### src/rtl/uart_rx_fifo.sv
module uart_rx_fifo #(
  parameter int DEPTH = 16,
  parameter int OVS   = 16,
  localparam int AW   = $clog2(DEPTH),
  localparam int CW   = $clog2(DEPTH + 1),
  localparam int SW   = $clog2(OVS)
) (
  input  logic          clk,
  input  logic          rst_n,
  input  logic          rxd,
  input  logic [7:0]    div_lo,
  input  logic [7:0]    div_hi,
  input  logic [1:0]    word_len,
  input  logic          par_en,
  input  logic          par_odd,
  input  logic [1:0]    trig_sel,
  input  logic          fifo_clr,
  input  logic          rd_en,
  input  logic          lsr_rd,
  output logic [7:0]    rd_data,
  output logic          rd_perr,
  output logic          rd_ferr,
  output logic [CW-1:0] fifo_count,
  output logic          data_ready,
  output logic          overrun,
  output logic          irq
);
  localparam int HALF = OVS / 2;

  typedef enum logic [2:0] {S_IDLE, S_START, S_DATA, S_PAR, S_STOP} rx_state_t;

  logic [15:0] div, div_cnt;
  logic        tick;
  assign div  = {div_hi, div_lo};
  assign tick = (div_cnt == 16'd0);

  always_ff @(posedge clk or negedge rst_n)
    if (!rst_n)    div_cnt <= '0;
    else if (tick) div_cnt <= (div == 16'd0) ? 16'd0 : div - 16'd1;
    else           div_cnt <= div_cnt - 16'd1;

  logic [1:0] rx_q;
  logic       rx_s;
  always_ff @(posedge clk or negedge rst_n)
    if (!rst_n) rx_q <= 2'b11;
    else        rx_q <= {rx_q[0], rxd};
  assign rx_s = rx_q[1];

  rx_state_t   st;
  logic [SW-1:0] scnt;
  logic [2:0]  bcnt;
  logic [7:0]  shr;
  logic        acc, perr_q;
  logic        bit_end;
  logic [2:0]  last_bit;
  assign bit_end  = (scnt == SW'(OVS - 1));
  assign last_bit = {1'b0, word_len} + 3'd4;

  always_ff @(posedge clk or negedge rst_n)
    if (!rst_n) begin
      st <= S_IDLE; scnt <= '0; bcnt <= '0; shr <= '0; acc <= 1'b0; perr_q <= 1'b0;
    end else if (tick) begin
      case (st)
        S_IDLE: begin
          scnt <= '0;
          if (!rx_s) st <= S_START;
        end
        S_START:
          if (scnt == SW'(HALF - 1)) begin
            scnt <= '0; bcnt <= '0; acc <= 1'b0; perr_q <= 1'b0;
            st <= rx_s ? S_IDLE : S_DATA;
          end else scnt <= scnt + 1'b1;
        S_DATA: begin
          scnt <= bit_end ? '0 : scnt + 1'b1;
          if (bit_end) begin
            shr  <= {rx_s, shr[7:1]};
            acc  <= acc ^ rx_s;
            bcnt <= bcnt + 3'd1;
            if (bcnt == last_bit) st <= par_en ? S_PAR : S_STOP;
          end
        end
        S_PAR: begin
          scnt <= bit_end ? '0 : scnt + 1'b1;
          if (bit_end) begin
            perr_q <= acc ^ rx_s ^ par_odd;
            st     <= S_STOP;
          end
        end
        S_STOP: begin
          scnt <= bit_end ? '0 : scnt + 1'b1;
          if (bit_end) st <= S_IDLE;
        end
        default: st <= S_IDLE;
      endcase
    end

  logic       push, full, do_push, do_pop;
  logic [7:0] rx_byte;
  assign push    = tick && (st == S_STOP) && bit_end;
  assign rx_byte = shr >> (2'd3 - word_len);
  assign full    = (fifo_count == CW'(DEPTH));
  assign do_push = push && !full;
  assign do_pop  = rd_en && (fifo_count != '0);

  logic [9:0]    mem [DEPTH];
  logic [AW-1:0] wp, rp;

  always_ff @(posedge clk)
    if (do_push && !fifo_clr) mem[wp] <= {!rx_s, perr_q, rx_byte};

  always_ff @(posedge clk or negedge rst_n)
    if (!rst_n) begin
      wp <= '0; rp <= '0; fifo_count <= '0;
    end else if (fifo_clr) begin
      wp <= '0; rp <= '0; fifo_count <= '0;
    end else begin
      if (do_push) wp <= (wp == AW'(DEPTH - 1)) ? '0 : wp + 1'b1;
      if (do_pop)  rp <= (rp == AW'(DEPTH - 1)) ? '0 : rp + 1'b1;
      case ({do_push, do_pop})
        2'b10:   fifo_count <= fifo_count + 1'b1;
        2'b01:   fifo_count <= fifo_count - 1'b1;
        default: fifo_count <= fifo_count;
      endcase
    end

  always_ff @(posedge clk or negedge rst_n)
    if (!rst_n)            overrun <= 1'b0;
    else if (push && full) overrun <= 1'b1;
    else if (lsr_rd)       overrun <= 1'b0;

  logic [CW-1:0] level;
  always_comb
    case (trig_sel)
      2'd0:    level = CW'(1);
      2'd1:    level = CW'(4);
      2'd2:    level = CW'(8);
      default: level = CW'(14);
    endcase

  assign rd_data    = mem[rp][7:0];
  assign rd_perr    = mem[rp][8];
  assign rd_ferr    = mem[rp][9];
  assign data_ready = (fifo_count != '0);
  assign irq        = (fifo_count >= level);
endmodule


### config.mk
export PLATFORM = sky130hd
export DESIGN_NAME = uart_rx_fifo
export DESIGN_NICKNAME = d
export VERILOG_FILES = /design/src/rtl/uart_rx_fifo.sv
export SDC_FILE = /design/constraint.sdc
export NUM_CORES = 1
export LEC_CHECK = 0
export ABC_AREA = 0
export BUFFER_PORTS_ARGS = -buffer_cell sky130_fd_sc_hd__buf_2
export CAP_MARGIN = 10
export CORE_ASPECT_RATIO = 0.5
export CORE_MARGIN = 3
export CORE_UTILIZATION = 61
export CTS_CLUSTER_DIAMETER = 150
export DETAILED_ROUTE_END_ITERATION = 10
export PLACE_DENSITY = 0.79
export SLEW_MARGIN = 20
export SYNTH_ARGS = -nofsm -noshare
export SYNTH_HDL_FRONTEND = slang
export SYNTH_SLANG_ARGS = --single-unit
### constraint.sdc
create_clock -name clk -period 3.89 [get_ports clk]
set_input_delay 0.5835 -clock clk [delete_from_list [all_inputs] [get_ports clk]]
set_output_delay 0.5835 -clock clk [all_outputs]
set_load 0.02 [all_outputs]
==> reports/metrics.cfg <==
[min_path]
hp-class = in2async

[global_routing]
grt_max_degree = 45
grt_overflow_total = 0
vias_in_the_first_global_route = 5612
grt_pass1_wl_um = 31600
grt_use_total_pct = 24.3
antenna_found_initial = 1

[logic_synthesis]
yosys.cell_types.count = 53
synthesis.area_per_instance_sq_um = 15.4
synth-edff-count = 160
ys_seq_elements = 212
synth_async_sr_flop_share_pct = 24.5
netlist_area_sq_um = 9500
seq_area_frac_synth_pct = 64.3
netlist_top_cells_area = sky130_fd_sc_hd__edfxtp_1, sky130_fd_sc_hd__dfrtp_1, sky130_fd_sc_hd__mux4_2
yosys.area.top_type_share_pct = 50.6
dominantRegCellSynth = sky130_fd_sc_hd__edfxtp_1
syn-num-nets = 661
synthDominantAreaCellType = sky130_fd_sc_hd__edfxtp_1
synth_warnings = 0
synthCells = 618

[worst_setup_path]
critical_path_fanouts_max = 23
crit_path_cell_trace = buf_12 > mux4_2 > mux4_2 > buf_2
timing.critical_path.buf_inv = 2
critical_path_required_ns = 3.31
critical_path.startpoint_type = flip-flop
worst_path_most_repeated_cell = sky130_fd_sc_hd__mux4_2
crit_slowest_cell = sky130_fd_sc_hd__dfrtp_2
worst-setup-path-type = reg2out
worstPathArrival_ns = 2.77
kind_of_capture_point_of_the_worst_setup_path = output pin
timing.critical_path.max_delay_family = multiplexers
max_stage_delay_ns = 0.71

[place]
post-dp-hpwl_um = 12400
place.port_buffers = 45
gp_congestion = 0.835

[detailed_routing]
detailedRoute.firstPassIterationCount = 5
drt_iter0_markers = 601
avgViaCountPerCell = 6.37
antenna_violating_nets_post_route = 0
route.detailed.drc = 0
routed_wirelength_um = 21100
via_count = 5697
wl_per_cell_um = 23.6

[sta]
min_period_over_period_pct = 86.1
setup_total_negative_slack_ns = 0
fin_hold_ws_ns = 0.0958
final_period_minus_worst_setup_slack_ns = 3.35
setup_repair_after_global_routing_missed_its_margin = false
setup_viol_count_final = 0
report.final.slew_viol_count = 0
maxClockFrequency_ghz = 0.299
max_slew.worst_pin.slew_ns = 0.909
hold_viol_final = 0
clock_skew_ns = 0.00973
slew_margin_rel_pct = 38.2

[clock_tree]
clk_pin_slew_worst_paths_ns = 0.06
clock_insertion_delay_worst_skew_ns = 0.48
clk_path_buf_depth = 3
post_cts.repair.setup_buffers = 0
htree_levels = 1
cts.sinks = 212
number_of_cts_inserted_buffers = 19
clock_tree_from_tritoncts = yes
ctsRootBufferMaster = sky130_fd_sc_hd__clkbuf_16
post_cts_resize_count = 0
cts_hold_buffers = 0

[floorplan]
floorplan.initialDensity_pct = 64.0
floorplan.die_area_sq_um = 17200
core_region_area_sq_um = 14900
design.portCount = 46
width_of_the_chip_um = 183
fp-row-count = 31
fp.dieH_um = 94.3

[power_and_ir_drop]
p_per_area_nw_per_um2 = 469
max-vdd-ir-drop_mv = 0.284
p_leak_nw = 3.36

[layout]
drive_gt1_share_pct = 26.4
final_nets = 726
diodes = 0
final_util_pct = 72.0
area_occupied_by_registers_sq_um = 6110
layout_common_cells = sky130_fd_sc_hd__edfxtp_1, sky130_fd_sc_hd__mux4_2, sky130_fd_sc_hd__dfrtp_1, sky130_fd_sc_hd__buf_2, sky130_fd_sc_hd__nor2_1
final.fill_count = 909
multi_input_comb_area_sq_um = 3260
commonest_non_fill_non_tap_cell_in_the_layout = sky130_fd_sc_hd__edfxtp_1
layout-area-overhead-vs-synth_pct = 12.5

[run_status]
outcome = finished, final reports clean

[job]
max-cap-violations = 0

path summary, 6_finish.rpt:
check / endpoint / start / slack (ns) / depth (start not counted)
setup / recovery: rd_perr / rp[0] / 0.54 / 4
hold / removal: shr[7] / rst_n / 0.1 / 1
setup reg to reg: fifo_count[4] / st[1] / 0.67 / 11
hold reg to reg: rx_q[1] / rx_q[0] / 0.36 / 0
max in group asynchronous: rx_q[0] / rst_n / 2.98 / 2
min in group clk: rx_q[0] / rxd / 0.20 / 1
layout make-up:
| class | instances | area share [%] |
|---|---|---|
| clock buffer | 22 | 4.55 |
| clock inverter | 12 | 0.760 |
| inverter | 16 | 0.562 |
| multi-input combinational | 361 | 30.5 |
| sequential | 212 | 57.1 |
| tap | 198 | 2.32 |
| timing repair buffer | 73 | 4.19 |
Yosys cell counts, types with 8 or more instances:
cell type,instances
sky130_fd_sc_hd__dfrtp_1,50
sky130_fd_sc_hd__nand2b_1,10
sky130_fd_sc_hd__mux2i_1,15
sky130_fd_sc_hd__edfxtp_1,160
sky130_fd_sc_hd__clkbuf_1,23
sky130_fd_sc_hd__xnor2_1,22
sky130_fd_sc_hd__nand2_1,27
sky130_fd_sc_hd__nor2_1,42
sky130_fd_sc_hd__mux4_2,50
sky130_fd_sc_hd__xor2_1,12
sky130_fd_sc_hd__o21ai_0,22
sky130_fd_sc_hd__inv_1,16
sky130_fd_sc_hd__nor3_1,13
sky130_fd_sc_hd__o22ai_1,8
sky130_fd_sc_hd__a21oi_1,16
sky130_fd_sc_hd__nand3_1,19
sky130_fd_sc_hd__nor2b_1,8
sky130_fd_sc_hd__ha_1,15
sky130_fd_sc_hd__mux2_2,12
sky130_fd_sc_hd__nor4_1,10
sequential cells by signal, indices dropped and copies added, names as in the netlist:
signal and count:
rx_q 2, acc 1, div_cnt 16, st 3, bcnt 3, scnt 4, shr 8, rp 4
overrun 1, fifo_count 5, wp 4, perr_q 1, mem 160
through the flow:
stage | area [sq um] | power [mW] | cells | setup slack, ns
finish | 10700 | 5.01 | 894 | 0.540
global route | 10700 | 5.20 | 894 | 0.399
CTS | 10700 | 5.03 | 894 | 0.517
detailed placement | 10100 | 3.32 | 860 | 0.704
global placement | 10100 | 3.30 | 860 | 0.801
floorplan | 9500 | 3.08 | 618 | 0.821
power by group:
group | internal, mW | total, mW | switching (mW)
Sequential | 2.44 | 2.54 | 0.0960
Combinational | 0.336 | 0.725 | 0.389
Clock | 0.966 | 1.75 | 0.781
Total | 3.75 | 5.01 | 1.27
cell families (layout without fill, tap and decap cells):
family,Yosys count,in the layout,synth area share [%]
flops,212,212,64.3
simple gates,167,167,9.53
mux,79,79,15.1
compound gates,66,66,4.19
buf+inv,45,123,1.80
xor+xnor,34,34,3.13
fa+ha+maj,15,15,1.97
worst reg2reg max path, stage by stage (launching register included):
cell and delay [ns]:
sky130_fd_sc_hd__dfrtp_1 0.50, sky130_fd_sc_hd__or3b_2 0.54, sky130_fd_sc_hd__a211oi_1 0.43, sky130_fd_sc_hd__and2_1 0.41, sky130_fd_sc_hd__nor2_1 0.10, sky130_fd_sc_hd__xor2_1 0.16
sky130_fd_sc_hd__ha_1 0.22, sky130_fd_sc_hd__nor2_1 0.10, sky130_fd_sc_hd__o211ai_1 0.09, sky130_fd_sc_hd__a21oi_1 0.17, sky130_fd_sc_hd__a21oi_1 0.10, sky130_fd_sc_hd__mux2_1 0.31
per-layer routing:
| metal | vias to the layer above | part of all wire [%] | global-route usage, % |
|---|---|---|---|
| li1 | 2530 | - | - |
| met1 | 2833 | 41 | 33.4 |
| met2 | 290 | 48 | 39.2 |
| met3 | 42 | 8.9 | 6.54 |
| met4 | 2 | 2.3 | 6.21 |
| met5 | - | 0.085 | 0 |
No activity file was read; power rests on OpenSTA's default activity.
